$ cat config.mk
export PLATFORM = sky130hd
export DESIGN_NAME = nine_bit_cmd_tx
export DESIGN_NICKNAME = d
export VERILOG_FILES = /design/src/rtl/nine_bit_pkg.sv /design/src/rtl/nine_bit_phase_timer.sv /design/src/rtl/nine_bit_shifter.sv /design/src/rtl/nine_bit_cmd_tx.sv
export SDC_FILE = /design/constraint.sdc
export NUM_CORES = 1
export LEC_CHECK = 0
export ABC_AREA = 1
export BUFFER_PORTS_ARGS = -buffer_cell sky130_fd_sc_hd__buf_4
export CAP_MARGIN = 20
export CELL_PAD_IN_SITES_DETAIL_PLACEMENT = 1
export CELL_PAD_IN_SITES_GLOBAL_PLACEMENT = 1
export CORE_ASPECT_RATIO = 0.6
export CORE_UTILIZATION = 25
export CTS_CLUSTER_SIZE = 28
export DETAILED_ROUTE_END_ITERATION = 7
export PLACE_DENSITY_LB_ADDON = 0.1
export REMOVE_ABC_BUFFERS = 1
export SLEW_MARGIN = 20
export SYNTH_ARGS = -nofsm -noshare
export SYNTH_HDL_FRONTEND = slang
export SYNTH_SLANG_ARGS = --single-unit
$ cat constraint.sdc
create_clock -name clk -period 2.3 [get_ports clk]
set_clock_uncertainty 0.2 [all_clocks]
set_input_delay 0.46 -clock clk [delete_from_list [all_inputs] [get_ports clk]]
set_output_delay 0.46 -clock clk [all_outputs]
set_load 0.05 [all_outputs]
$ cat src/rtl/nine_bit_pkg.sv
package nine_bit_pkg;
  localparam int WORD_W    = 9;
  localparam int MAX_BYTES = 2;
  localparam int FRAME_W   = WORD_W * (1 + MAX_BYTES);
  localparam int BITS_W    = $clog2(FRAME_W + 1);

  typedef enum logic [2:0] {
    ST_IDLE, ST_LEAD, ST_LOW, ST_HIGH, ST_GUARD
  } tx_state_t;

  function automatic logic [1:0] clamp_count(input logic [1:0] n);
    return (n > 2'd2) ? 2'd2 : n;
  endfunction

  function automatic logic [BITS_W-1:0] group_bits(input logic [1:0] n);
    return BITS_W'(WORD_W * (1 + int'(clamp_count(n))));
  endfunction

  // Left-aligned bit stream: command word, then data words.
  function automatic logic [FRAME_W-1:0] pack_group(input logic [7:0]  addr,
                                                    input logic [1:0]  n,
                                                    input logic [15:0] data);
    logic [FRAME_W-1:0] f;
    case (clamp_count(n))
      2'd0:    f = {1'b0, addr, 18'd0};
      2'd1:    f = {1'b0, addr, 1'b1, data[7:0], 9'd0};
      default: f = {1'b0, addr, 1'b1, data[15:8], 1'b1, data[7:0]};
    endcase
    return f;
  endfunction
endpackage

$ cat src/rtl/nine_bit_phase_timer.sv
module nine_bit_phase_timer #(
  parameter int HALF_DIV = 2
) (
  input  logic clk,
  input  logic rst_n,
  input  logic run,
  input  logic long_phase,
  output logic expire
);
  localparam int CW = $clog2(2 * HALF_DIV + 1);
  localparam logic [CW-1:0] SHORT_LIM = CW'(HALF_DIV - 1);
  localparam logic [CW-1:0] LONG_LIM  = CW'(2 * HALF_DIV - 1);

  logic [CW-1:0] cnt;
  logic [CW-1:0] lim;

  assign lim    = long_phase ? LONG_LIM : SHORT_LIM;
  assign expire = run && (cnt == lim);

  always_ff @(posedge clk or negedge rst_n) begin
    if (!rst_n)        cnt <= '0;
    else if (!run)     cnt <= '0;
    else if (expire)   cnt <= '0;
    else               cnt <= cnt + 1'b1;
  end

  p_cnt_bound_r7: assert property (@(posedge clk) disable iff (!rst_n)
    cnt <= LONG_LIM);
  p_idle_clear_r7: assert property (@(posedge clk) disable iff (!rst_n)
    !run |=> cnt == '0);
endmodule

$ cat src/rtl/nine_bit_shifter.sv
module nine_bit_shifter #(
  parameter int W = 27
) (
  input  logic         clk,
  input  logic         rst_n,
  input  logic         load,
  input  logic [W-1:0] load_val,
  input  logic         shift,
  output logic         top_bit
);
  logic [W-1:0] sr;

  always_ff @(posedge clk or negedge rst_n) begin
    if (!rst_n)     sr <= '0;
    else if (load)  sr <= load_val;
    else if (shift) sr <= {sr[W-2:0], 1'b0};
  end

  assign top_bit = sr[W-1];

  p_hold_r5: assert property (@(posedge clk) disable iff (!rst_n)
    !load && !shift |=> $stable(top_bit));
endmodule

$ cat src/rtl/nine_bit_cmd_tx.sv
module nine_bit_cmd_tx
  import nine_bit_pkg::*;
#(
  parameter int HALF_DIV = 2
) (
  input  logic        clk,
  input  logic        rst_n,
  input  logic        req_valid,
  output logic        req_ready,
  input  logic [7:0]  req_addr,
  input  logic [1:0]  req_nbytes,
  input  logic [15:0] req_data,
  output logic        tx_done,
  output logic        sclk,
  output logic        mosi,
  output logic        cs_n
);
  tx_state_t         state;
  logic [BITS_W-1:0] bits_left;
  logic              accept, expire, last_bit, shift_now, sr_top;

  assign accept    = req_valid && req_ready;
  assign last_bit  = (bits_left == BITS_W'(1));
  assign shift_now = (state == ST_HIGH) && expire && !last_bit;

  nine_bit_phase_timer #(.HALF_DIV(HALF_DIV)) u_timer (
    .clk(clk), .rst_n(rst_n),
    .run(state != ST_IDLE), .long_phase(state == ST_GUARD),
    .expire(expire)
  );

  nine_bit_shifter #(.W(FRAME_W)) u_shift (
    .clk(clk), .rst_n(rst_n),
    .load(accept), .load_val(pack_group(req_addr, req_nbytes, req_data)),
    .shift(shift_now), .top_bit(sr_top)
  );

  always_ff @(posedge clk or negedge rst_n) begin
    if (!rst_n) begin
      state     <= ST_IDLE;
      bits_left <= '0;
      tx_done   <= 1'b0;
    end else begin
      tx_done <= 1'b0;
      case (state)
        ST_IDLE: if (accept) begin
          state     <= ST_LEAD;
          bits_left <= group_bits(req_nbytes);
        end
        ST_LEAD: if (expire) state <= ST_LOW;
        ST_LOW:  if (expire) state <= ST_HIGH;
        ST_HIGH: if (expire) begin
          if (last_bit) begin
            state   <= ST_GUARD;
            tx_done <= 1'b1;
          end else begin
            state     <= ST_LOW;
            bits_left <= bits_left - 1'b1;
          end
        end
        ST_GUARD: if (expire) state <= ST_IDLE;
        default:  state <= ST_IDLE;
      endcase
    end
  end

  assign req_ready = (state == ST_IDLE);
  assign cs_n      = (state == ST_IDLE) || (state == ST_GUARD);
  assign sclk      = (state != ST_LOW);
  assign mosi      = cs_n ? 1'b0 : sr_top;

  p_sclk_idle_r6: assert property (@(posedge clk) disable iff (!rst_n)
    cs_n |-> sclk);
  p_mosi_stable_r6: assert property (@(posedge clk) disable iff (!rst_n)
    !cs_n && $past(!cs_n) && !$fell(sclk) |-> $stable(mosi));
  p_busy_r9: assert property (@(posedge clk) disable iff (!rst_n)
    !cs_n |-> !req_ready);
  p_done_pulse_r10: assert property (@(posedge clk) disable iff (!rst_n)
    tx_done |=> !tx_done);
  p_done_edge_r10: assert property (@(posedge clk) disable iff (!rst_n)
    tx_done |-> $rose(cs_n));
  p_cs_fall_r7: assert property (@(posedge clk) disable iff (!rst_n)
    accept |=> !cs_n && sclk);
  p_gap_r8: assert property (@(posedge clk) disable iff (!rst_n)
    $rose(cs_n) |=> cs_n && !req_ready);
endmodule

=== Word level (Yosys, flattened, before mapping) ===
Index checks and enable logic that the tools add are counted.

* Output and inout bits: 5
* Input port bits: 29
* Register bits: 39
* Logic and storage cells: 59

* Mux-type cells: 22
* Add/sub/neg operators: 3
* $mul: 1
* Eq/ne operators: 14
* Reductions and logical operators: 13
* Order comparisons: 1

{| class="wikitable"
|+ Operator list
! operator !! number
|-
| $mux W27 || 2
|-
| $pmux W18 S2 || 1
|-
| $mux W3 || 8
|-
| $mux W5 || 3
|-
| $pmux W3 S5 || 1
|-
| $ne A2 B2 Y1 const B || 5
|-
| $pmux W5 S2 || 1
|-
| $eq A3 B2 Y1 const B || 2
|-
| $eq A5 B1 Y1 const B || 1
|-
| $mul A4 B3 Y5 const A || 1
|-
| $reduce_and A5 Y1 || 1
|-
| $sub A5 B1 Y5 const B || 1
|-
| $logic_and A1 B1 Y1 || 4
|-
| $mux W1 || 4
|-
| $mux W2 || 2
|-
| $reduce_and A4 Y1 || 1
|-
| $reduce_bool A2 Y1 || 2
|-
| $add A1 B2 Y3 const A || 1
|-
| $add A3 B1 Y3 const B || 1
|-
| $eq A3 B1 Y1 const B || 1
|-
| $eq A3 B3 Y1 || 1
|-
| $eq A3 B3 Y1 const B || 1
|-
| $logic_not A3 Y1 || 1
|-
| $ne A3 B2 Y1 const B || 1
|-
| other kinds (7) || 7
|}

=== Longest topological paths before layout ===
Gate-level depths: netlist of the first run.

* Depth after elaboration: 8
* Depth in mapped cells: 10
* Depth with buffers taken out: 9

=== By module ===
Synthesis of the first run repeated with hierarchy kept, for this count alone.

* Cell total of the unflattened synthesis: 304
* Area total of the unflattened synthesis: 2189.6 um^2

{| class="wikitable"
|+ By module, submodules not included
! module !! cells each !! seq. area each (um^2) !! instances !! area an instance (um^2)
|-
| nine_bit_shifter || 146 || 675.6 || 1 || 1229.9
|-
| nine_bit_cmd_tx || 137 || 225.2 || 1 || 803.3
|-
| nine_bit_phase_timer || 21 || 75.1 || 1 || 156.4
|}

=== Least setup slack after synthesis of the first run ===
OpenSTA, ideal clock, no wires.

* Path kind: register -> output
* Start: reg state[1]
* End: out mosi
* Cell stages (with the launch flop): 3
* Arrival: 1.361 ns
* Required time: 1.640 ns
* Path slack: 0.279 ns
* Cells stage by stage: dfrtp_1 nor2_2 nor2_1

* Word-level cells in the longest chain between the ends: 3
* Elaborated cells on any way between the ends: 4
* Those cells by class: eq/ne (1); mux (1); reduce/logical (2)

{| class="wikitable"
|+ Ends and longest elaborated chain
! what !! RTL line !! text
|-
| start: declaration || nine_bit_cmd_tx.sv:18 || <nowiki>tx_state_t state;</nowiki>
|-
| start signal: assignment || nine_bit_cmd_tx.sv:40 || <nowiki>state <= ST_IDLE;</nowiki>
|-
| start signal: assignment || nine_bit_cmd_tx.sv:47 || <nowiki>state <= ST_LEAD;</nowiki>
|-
| start signal: assignment || nine_bit_cmd_tx.sv:50 || <nowiki>ST_LEAD: if (expire) state <= ST_LOW;</nowiki>
|-
| $eq A3 B3 Y1 / $logic_not A3 Y1 (equally long branches) || nine_bit_cmd_tx.sv:68 || <nowiki>assign cs_n = (state == ST_IDLE) || (state == ST_GUARD);</nowiki>
|-
| $logic_or A1 B1 Y1 (*) || nine_bit_cmd_tx.sv:68 ||
|-
| via cs_n || nine_bit_cmd_tx.sv:16 || <nowiki>output logic cs_n</nowiki>
|-
| $mux W1 (*) || nine_bit_cmd_tx.sv:70 || <nowiki>assign mosi = cs_n ? 1'b0 : sr_top;</nowiki>
|-
| end: declaration || nine_bit_cmd_tx.sv:15 || <nowiki>output logic mosi,</nowiki>
|}

Mark *: on every way through the listed nets, which the timed path passes. The rest lies on a longest branch.

=== Worst setup path after layout of the first run ===
* Start: reg state[0]
* End: reg u_shift.sr[2]

* Word-level cells in the longest chain between the ends: 7
* Elaborated cells on any way between the ends: 12
* Those cells by class: eq/ne (3); mux (2); reduce/logical (7)

{| class="wikitable"
|+ Ends and longest elaborated chain
! what !! RTL line !! text
|-
| $eq A3 B3 Y1 || nine_bit_cmd_tx.sv:28 || <nowiki>.run(state != ST_IDLE), .long_phase(state == ST_GUARD),</nowiki>
|-
| $mux W2 || nine_bit_phase_timer.sv:17 || <nowiki>assign lim = long_phase ? LONG_LIM : SHORT_LIM;</nowiki>
|-
| $eq A3 B3 Y1 || nine_bit_phase_timer.sv:18 || <nowiki>assign expire = run && (cnt == lim);</nowiki>
|-
| $logic_and A1 B1 Y1 || nine_bit_phase_timer.sv:18 ||
|-
| $logic_and A1 B1 Y1 (2 in series) || nine_bit_cmd_tx.sv:24 || <nowiki>assign shift_now = (state == ST_HIGH) && expire && !last_bit;</nowiki>
|-
| $reduce_bool A2 Y1 (no line) || -- ||
|-
| end signal: assignment || nine_bit_shifter.sv:15 || <nowiki>else if (load) sr <= load_val;</nowiki>
|-
| end signal: assignment || nine_bit_shifter.sv:16 || <nowiki>else if (shift) sr <= {sr[W-2:0], 1'b0};</nowiki>
|-
| end: declaration || nine_bit_shifter.sv:11 || <nowiki>logic [W-1:0] sr;</nowiki>
|}

Parallel ways exist; a longest one is shown, timed or not.
A chain may end at the register's enable or synchronous reset.

==> results of run 1 <==
-- synth_stat cells, drive strengths merged --
library cell  number
or2                1
nor2              13
xor2               1
buf               12
nand3b             1
clkinv             1
a21oi              1
nand3             49
nor3               2
inv               19
nand4              2
ha                 3
dfrtp             39
o21ai             14
nand2            174
clkbuf             5
-- routing by layer --
metal / vias to the layer above / GRT usage, % / share of wire [%]
met5: - / 0 / 0
met4: 0 / 2.20 / 0.35
met3: 2 / 3.51 / 2.1
met2: 14 / 19.0 / 38
met1: 1026 / 24.5 / 59
li1: 1116 / - / -
-- worst min-delay path: stages --
cell	delay [ns]
buf_4	0.09
nand3_1	0.08
nand2_1	0.07
-- metrics by stage --
stage               hold WS [ns]  total power [W]  TNS [ns]  cell area, um^2
global route               0.266          0.00378         0             2800
CTS                        0.239          0.00349         0             2800
detailed placement         0.266          0.00276         0             2650
floorplan                -0.0356          0.00220     -5.45             2180
global placement           0.260          0.00275         0             2650
finish                     0.246          0.00343         0             2800
-- worst min path at each step --
stage                             start                         to  slack, ns  depth (start not counted)
2_1_floorplan                     rst_n   bits_left[0]$_DFFE_PN0P_      -0.04                          0
3_3_place_gp   u_timer.cnt[0]$_DFF_PN0_   u_timer.cnt[0]$_DFF_PN0_       0.26                          1
3_5_place_dp   u_timer.cnt[0]$_DFF_PN0_   u_timer.cnt[0]$_DFF_PN0_       0.27                          1
4_1_cts                     req_data[0]  u_shift.sr[0]$_DFFE_PN0P_       0.24                          3
5_1_grt                     req_data[0]  u_shift.sr[0]$_DFFE_PN0P_       0.27                          3
6_report                    req_data[0]  u_shift.sr[0]$_DFFE_PN0P_       0.25                          3
-- power by group --
| part | leakage (nW) | switching, W | internal, W |
|---|---|---|---|
| logic | 0.981 | 0.00104 | 0.000562 |
| clock network | 0.0727 | 0.000273 | 0.000424 |
| registers | 0.511 | 0.000187 | 0.000950 |
| total | 1.56 | 0.00150 | 0.00194 |
-- flip-flops by register name (all words and copies together) (netlist names) --
signal and count:
u_shift.sr 27, bits_left 5, state 3, u_timer.cnt 3, tx_done 1
-- layout make-up --
cell class / count / share of cell area (%)
clock buffer: 6 / 4.95
clock inverter: 1 / 0.178
inverter: 20 / 2.68
multi-input combinational: 261 / 40.4
sequential: 39 / 34.8
tap: 112 / 5.00
timing repair buffer: 41 / 12.0
-- kinds of logic (layout without fill, tap and decap cells) --
| logic type | count (synthesis) | count (layout) | share of synthesized area (%) |
|---|---|---|---|
| buffers and inverters | 37 | 68 | 7.77 |
| xor gates and xnor gates | 1 | 1 | 0.383 |
| adders and majority gates | 3 | 3 | 1.64 |
| AOI/OAI and AO/OA | 15 | 15 | 3.45 |
| DFF | 39 | 39 | 42.7 |
| and+or+nand+nor | 242 | 242 | 44.1 |
-- timing repair --
action,CTS,global route
gates resized for setup,0,0
hold buffers,1,0
hold endpoints to repair,24,0
setup endpoints to repair,0,0
setup buffers,0,0
==> flow_summary.yaml, run 1 <==
timing:
  period_share_pct: 88.3
  finalHoldViolations: 0
  fmaxAchievable_ghz: 0.493
  setup_viol: 0
  setup_ws_ns: 0.270
  slew_headroom_pct: 62.8
  fin_crit_ns: 2.03
  tightest_slew_ns: 0.558
  grt_setup_unrepaired: "no"
  slew_violations: 0
final_layout:
  multi_input_area_um2: 1130
  fin_cells: 480
  drive_above_1_share_pct: 15.8
  fill_cells: 1092
  fin_nets: 400
  fin_util_pct: 32.3
  antennaDiodeCount: 0
  layout_common_cells: "nand2_1, nand3_1, dfrtp_1"
  final_common_cell: "nand2_1"
  area_growth_pct: 22.6
  seqCellArea_um2: 976
floorplan:
  start_util_pct: 26.3
  io_pins: 34
  die_area_um2: 9550
  core_um2: 8690
  row_count: 26
  die_y_um: 76.1
  die_x_um: 125
clock_tree:
  clkTransAtPathRegs_ns: 0.06
  htreeDepth: 2
  cts-buffers-inserted: 5
  cts_sinks: 39
  cts_max_path_buffers: 2
  root_buffer: "clkbuf_16"
  tritoncts: "done"
  clock_latency_ns: 0.28
route:
  vias: 2158
  drc: 3
  viasPerCell: 4.50
  drt_wl_total_mm: 6.61
  drtIter0Drc: 89
  first_pass_iters: 6
  ant_nets: 0
  drt-wirelength-per-cell_um: 13.8
worst_setup_path:
  critPathRequiredTime_ns: 2.32
  cpMaxStageDelayCell: "dfrtp_1"
  crit_start: "state[0]$_DFFE_PN0P_"
  cp.arrival_ns: 2.05
  cp-end-kind: "flip-flop"
  crit_family: "simple AND/OR/NAND/NOR gates"
  ff2ff_path_depth: 8
  worstSetupEndpoint: "u_shift.sr[2]$_DFFE_PN0P_"
  cpMostUsedCell: "nand2_1"
  r2r-start: "state[0]$_DFFE_PN0P_"
  ff2ff_setup_slack_ns: 0.27
  setup.worst_path.class: "flip-flop to flip-flop"
  crit_path_start_kind: "flip-flop"
  worst-path-stages: 8
  crit_fanout: 30
  cp_slowest_stage_delay_ns: 0.45
  reg2reg_to: "u_shift.sr[2]$_DFFE_PN0P_"
  path_buf_inv: 2
  crit_chain: "inv_2 > nand2_1 > nor2_4 > nand2_2 > buf_4 > o21ai_0 > nand2_1 > nand2_1"
synthesis:
  synth.area.top_cells: "dfrtp_1, nand2_1, nand3_1"
  synth_top_area_share_pct: 42.7
  ys_ff_latch: 39
  seq_area_frac_synth_pct: 42.7
  syn-cell-area_um2: 2290
  yosysWarnings: 0
  avgSynthCellArea_um2: 6.79
  synthDistinctLibCells: 23
  synth_top_cell_by_area: "dfrtp_1"
  synth_cells: 337
pwr:
  ir_worst_vdd_uv: 308
  p_leak_nw: 1.56
  power_density_nw_per_um2: 1220
place:
  dpl.cell_count: 472
  place.gp.congestion: 0.792
  dpl_worst_slack_ns: 0.293
  numPortBuffers: 33
  dp_hpwl_mm: 4.58
global_route:
  grt_usage_pct: 14.9
  grt_max_degree: 40
  grt_pass1_vias: 2128
  overflow: 0
  antenna_found_initial: 0
  grt_pass1_wl_mm: 11.3
min_path:
  hold_class: "input port to flip-flop"
outcome:
  status: "finished with violations"
  violations: "DRC"
flow_run:
  cap_violations: 0
No activity file was read; power rests on OpenSTA's default activity.
==> inputs of run 2 (changes only) <==
CORE_MARGIN = 4   (was unset)
CTS_CLUSTER_SIZE = 24   (was 28)
PLACE_DENSITY = 0.6   (was unset)
PLACE_DENSITY_LB_ADDON = unset   (was 0.1)
==> run 2 against run 1 <==
  * The run now ends clean
  * Via count up 1.5%
  * Sequential power about the same
  * Clock power up 20%
  * Hold slack worse by 0.017 ns
  * Sequential cell count unchanged
  * Core utilization up 0.080 points
  * Critical path depth down 4
  * Maximum frequency up 1.9%
  * Critical endpoint is now req_ready
  * Highest routed layer unchanged
==> flow_summary.yaml, run 2 (synthesized netlist as in run 1, its figures left out) <==
min_path:
  hold_class: "input port to flip-flop"
  holdPathStages: 3
final_layout:
  area_growth_pct: 23.4
  fin_nets: 400
  layout_common_cells: "nand2_1, nand3_1, dfrtp_1, buf_4, inv_1"
  fin_util_pct: 32.4
  largest_register: "u_shift.sr"
  drive_above_1_share_pct: 16.0
  final_common_cell: "nand2_1"
  largest_reg_flops: 27
  top_regs: "u_shift.sr x27, bits_left x5"
  antennaDiodeCount: 0
route:
  ant_nets: 0
  viasPerCell: 4.56
  drc: 0
  drtIter0Drc: 93
  drt-wirelength-per-cell_um: 14.0
  vias: 2191
  drt_wl_total_mm: 6.75
  first_pass_iters: 4
timing:
  period_share_pct: 86.6
  slew_violations: 0
  tightest_slew_ns: 0.557
  timing.hold.ws_ns: 0.230
  setup_ws_ns: 0.309
  tns_ns: 0
  setup_viol: 0
  slew_headroom_pct: 62.9
  finalHoldViolations: 0
  fmaxAchievable_ghz: 0.502
  fin_crit_ns: 1.99
  grt_setup_unrepaired: "no"
worst_setup_path:
  critPathRequiredTime_ns: 1.64
  ff2ff_setup_slack_ns: 0.39
  cp.arrival_ns: 1.33
  setup.worst_path.class: "flip-flop to output pin"
  cpMaxStageDelayCell: "dfrtp_1"
  crit_fanout: 7
  worst-path-stages: 4
  crit_path_start_kind: "flip-flop"
  cp-end-kind: "output pin"
  r2r-start: "state[2]$_DFFE_PN0P_"
  crit_family: "flip-flops"
  crit_chain: "inv_2 > nand2_1 > nor2_4 > buf_4"
  worstSetupEndpoint: "req_ready"
  reg2reg_to: "u_shift.sr[7]$_DFFE_PN0P_"
  crit_start: "state[2]$_DFFE_PN0P_"
  path_buf_inv: 2
  ff2ff_path_depth: 9
  cp_slowest_stage_delay_ns: 0.44
outcome:
  status: "complete, no violations"
floorplan:
  die_y_um: 82.1
  die_x_um: 131
  io_pins: 34
  core_um2: 8720
  die_area_um2: 10800
  row_count: 26
  start_util_pct: 26.2
clock_tree:
  root_buffer: "clkbuf_16"
  tritoncts: "done"
  cts_sinks: 39
  cts_max_path_buffers: 2
  clock_latency_ns: 0.29
  htreeDepth: 2
  cts-buffers-inserted: 5
  clkTransAtPathRegs_ns: 0.06
  cts_setup_buffers: 0
pwr:
  total_power_w: 0.00357
  power_density_nw_per_um2: 1260
  sequentialPowerShare_pct: 31.9
  p_leak_nw: 1.57
  switching_power_w: 0.00152
  ir_worst_vdd_uv: 328
  clkPwrFrac_pct: 23.4
  p_comb_share_pct: 44.7
  p_sw_share_pct: 42.6
  p_int_w: 0.00205
flow_run:
  cap_violations: 0
global_route:
  antenna_found_initial: 0
  overflow: 0
  grt_pass1_vias: 2164
  grt_max_degree: 45
  grt_usage_pct: 13.4
  grt_pass1_wl_mm: 11.5
place:
  place.gp.congestion: 0.729
  numPortBuffers: 33
  dpl_worst_slack_ns: 0.395
  dp_hpwl_mm: 4.70
[run 2: cell count changes in the layout (fill, tap and decap cells not counted)]
cell	previous run	this run
buf_12	2	1
buf_4	38	39
bufinv_16	0	1
[run 2: layout make-up]
type | instances | area (um^2)
sequential | 39 | 976
clock inverter | 2 | 35.0
inverter | 20 | 75.1
multi-input combinational | 261 | 1130
timing repair buffer | 41 | 323
tap | 112 | 140
clock buffer | 6 | 139
fill | 1099 | 5900
[run 2: timing repair]
| action | in CTS | in global routing |
|---|---|---|
| hold buffers | 1 | 0 |
| hold endpoints to repair | 39 | 0 |
| gates resized for setup | 0 | 0 |
| endpoints found under the setup margin | 0 | 0 |
[run 2: how the worst min path moves through the flow]
stage	endpoint	startpoint
after global placement	u_timer.cnt[0]$_DFF_PN0_	u_timer.cnt[0]$_DFF_PN0_
after global routing	u_shift.sr[0]$_DFFE_PN0P_	req_data[0]
final	u_shift.sr[0]$_DFFE_PN0P_	req_data[0]
after detailed placement	u_timer.cnt[0]$_DFF_PN0_	u_timer.cnt[0]$_DFF_PN0_
after floorplan	bits_left[0]$_DFFE_PN0P_	rst_n
after CTS	u_shift.sr[0]$_DFFE_PN0P_	req_data[0]
[run 2: metrics by stage]
step | instances | instance area, um^2
6_report | 481 | 2820
5_1_grt | 481 | 2820
4_1_cts | 481 | 2820
3_5_place_dp | 472 | 2640
3_3_place_gp | 472 | 2640
2_1_floorplan | 320 | 2180
[run 2: power by group through the flow]
stage               Clock [W]  Sequential (W)  Combinational (W)
finish               0.000836         0.00114            0.00159
global route         0.000888         0.00118            0.00184
CTS                  0.000858         0.00114            0.00163
detailed placement          0         0.00115            0.00161
global placement            0         0.00114            0.00158
floorplan                   0         0.00110            0.00110
[run 2: worst reg2reg max path: stages, from the launching register on]
cell     delay [ns]
dfrtp_1        0.44
inv_2          0.09
nand2_1        0.10
nor2_4         0.19
nand2_2        0.16
buf_4          0.30
nand2_1        0.13
o21ai_0        0.08
nand2_1        0.08
nand2_1        0.04
[run 2: metal layers]
layer,vias to the layer above,track usage [%],wire [um]
li1,1113,-,-
met2,38,19.0,2630
met4,0,3.77,75
met3,7,3.69,340
met1,1033,19.8,3700
met5,-,0,0
==> inputs of run 3 (changes only) <==
CORE_UTILIZATION = 43   (was 25)
PLACE_DENSITY = 0.9   (was 0.6)
RECOVER_POWER = 25   (was unset)
==> run 3 against run 2 <==
  * Design area shrank 5.4%
  * Setup slack lost 0.081 ns
  * Global-route usage grew 8.6 points
==> flow_summary.yaml, run 3 (synthesized netlist as in run 1, its figures left out) <==
clock_tree:
  cts_setup_buffers: 0
  cts_sinks: 39
  tritoncts: "done"
  htreeDepth: 2
  cts_max_path_buffers: 2
  post_cts_resize_count: 0
  clkTransAtPathRegs_ns: 0.08
  clock_latency_ns: 0.29
  cts-buffers-inserted: 5
  root_buffer: "clkbuf_8"
place:
  dp_hpwl_mm: 4.92
  place.gp.congestion: 0.812
  dpl_worst_slack_ns: 0.231
  numPortBuffers: 33
floorplan:
  row_count: 20
  io_pins: 34
  die_area_um2: 6590
  die_y_um: 64.5
  core_um2: 5100
  start_util_pct: 44.8
  die_x_um: 102
outcome:
  status: "complete, no violations"
global_route:
  grt_usage_pct: 22.1
  grt_pass1_wl_mm: 11.4
  grt_max_degree: 40
  overflow: 0
  grt_pass1_vias: 2314
  antenna_found_initial: 0
timing:
  fin_crit_ns: 2.07
  tightest_slew_ns: 1.01
  period_share_pct: 90.1
  slew_headroom_pct: 32.8
  fmaxAchievable_ghz: 0.483
  tns_ns: 0
  grt_setup_unrepaired: "no"
  timing.hold.ws_ns: 0.214
  slew_violations: 0
  setup_viol: 0
  setup_ws_ns: 0.228
  finalHoldViolations: 0
final_layout:
  antennaDiodeCount: 0
  fin_nets: 398
  drive_above_1_share_pct: 15.5
  fin_util_pct: 52.3
  seqCellArea_um2: 976
  largest_register: "u_shift.sr"
  multi_input_area_um2: 1130
  top_regs: "u_shift.sr x27, bits_left x5"
  largest_reg_flops: 27
  layout_common_cells: "nand2_1, nand3_1, dfrtp_1"
  area_growth_pct: 16.7
  final_common_cell: "nand2_1"
  fill_cells: 712
route:
  drtIter0Drc: 139
  vias: 2308
  drt_wl_total_mm: 6.75
  ant_nets: 0
  drc: 0
  drt-wirelength-per-cell_um: 15.6
  viasPerCell: 5.33
  first_pass_iters: 5
worst_setup_path:
  cp-end-kind: "flip-flop"
  crit_path_start_kind: "flip-flop"
  setup.worst_path.class: "flip-flop to flip-flop"
  critPathRequiredTime_ns: 2.34
  crit_fanout: 19
  cp.arrival_ns: 2.11
min_path:
  hold_class: "input port to flip-flop"
pwr:
  power_density_nw_per_um2: 1220
  ir_worst_vdd_uv: 513
  p_leak_nw: 1.53
flow_run:
  cap_violations: 0
-- run 3: repair_timing --
action                                  in CTS  in global routing
endpoints found under the setup margin       0                  0
hold endpoints to repair                    39                  0
hold buffers                                 1                  0
-- run 3: power by group --
group / internal, W / switching [W]
registers: 0.000948 / 0.000218
logic: 0.000547 / 0.00106
clock network: 0.000208 / 0.000261
total: 0.00170 / 0.00154
-- run 3: through the flow --
step	std cells	area (um^2)	power, W
floorplan	320	2180	0.00220
global placement	424	2580	0.00266
detailed placement	424	2580	0.00278
CTS	433	2670	0.00326
global route	433	2670	0.00353
finish	433	2670	0.00325
-- run 3: cell type report --
| type | count | share of cell area [%] |
|---|---|---|
| multi-input cells | 261 | 42.5 |
| well taps | 66 | 3.09 |
| clock inverters | 3 | 0.563 |
| flip-flops and latches | 39 | 36.6 |
| inverters | 20 | 2.81 |
| clock buffers | 5 | 2.58 |
| repair buffers | 39 | 11.9 |
-- run 3: routing by layer --
layer / vias up / track usage [%] / wire, um / share of wire, %
met1: 1123 / 32.5 / 3330 / 49
met5: - / 0 / 0 / 0
met4: 0 / 4.09 / 71 / 1.1
met3: 11 / 4.19 / 288 / 4.3
met2: 60 / 34.0 / 3060 / 45
li1: 1114 / - / - / -
-- run 3: critical path, stage by stage, from the launching register on --
cell and delay (ns):
dfrtp_1 0.44, inv_2 0.08, nand2_1 0.10, nor2_4 0.19, nand2_2 0.30, inv_2 0.37, nand2_1 0.11, nand2_1 0.08
nand2_1 0.06, nand2_1 0.06
-- run 3: path summary, 6_finish.rpt --
check | from | to | slack, ns | cells after the start
max | state[0]$_DFFE_PN0P_ | u_shift.sr[18]$_DFFE_PN0P_ | 0.23 | 9
min | req_data[0] | u_shift.sr[0]$_DFFE_PN0P_ | 0.21 | 3
max reg2reg | state[0]$_DFFE_PN0P_ | u_shift.sr[18]$_DFFE_PN0P_ | 0.23 | 9
min reg2reg | u_timer.cnt[0]$_DFF_PN0_ | u_timer.cnt[0]$_DFF_PN0_ | 0.30 | 1
max in group asynchronous | rst_n | u_shift.sr[1]$_DFFE_PN0P_ | 0.61 | 2
min in group asynchronous | rst_n | u_shift.sr[25]$_DFFE_PN0P_ | 0.66 | 2
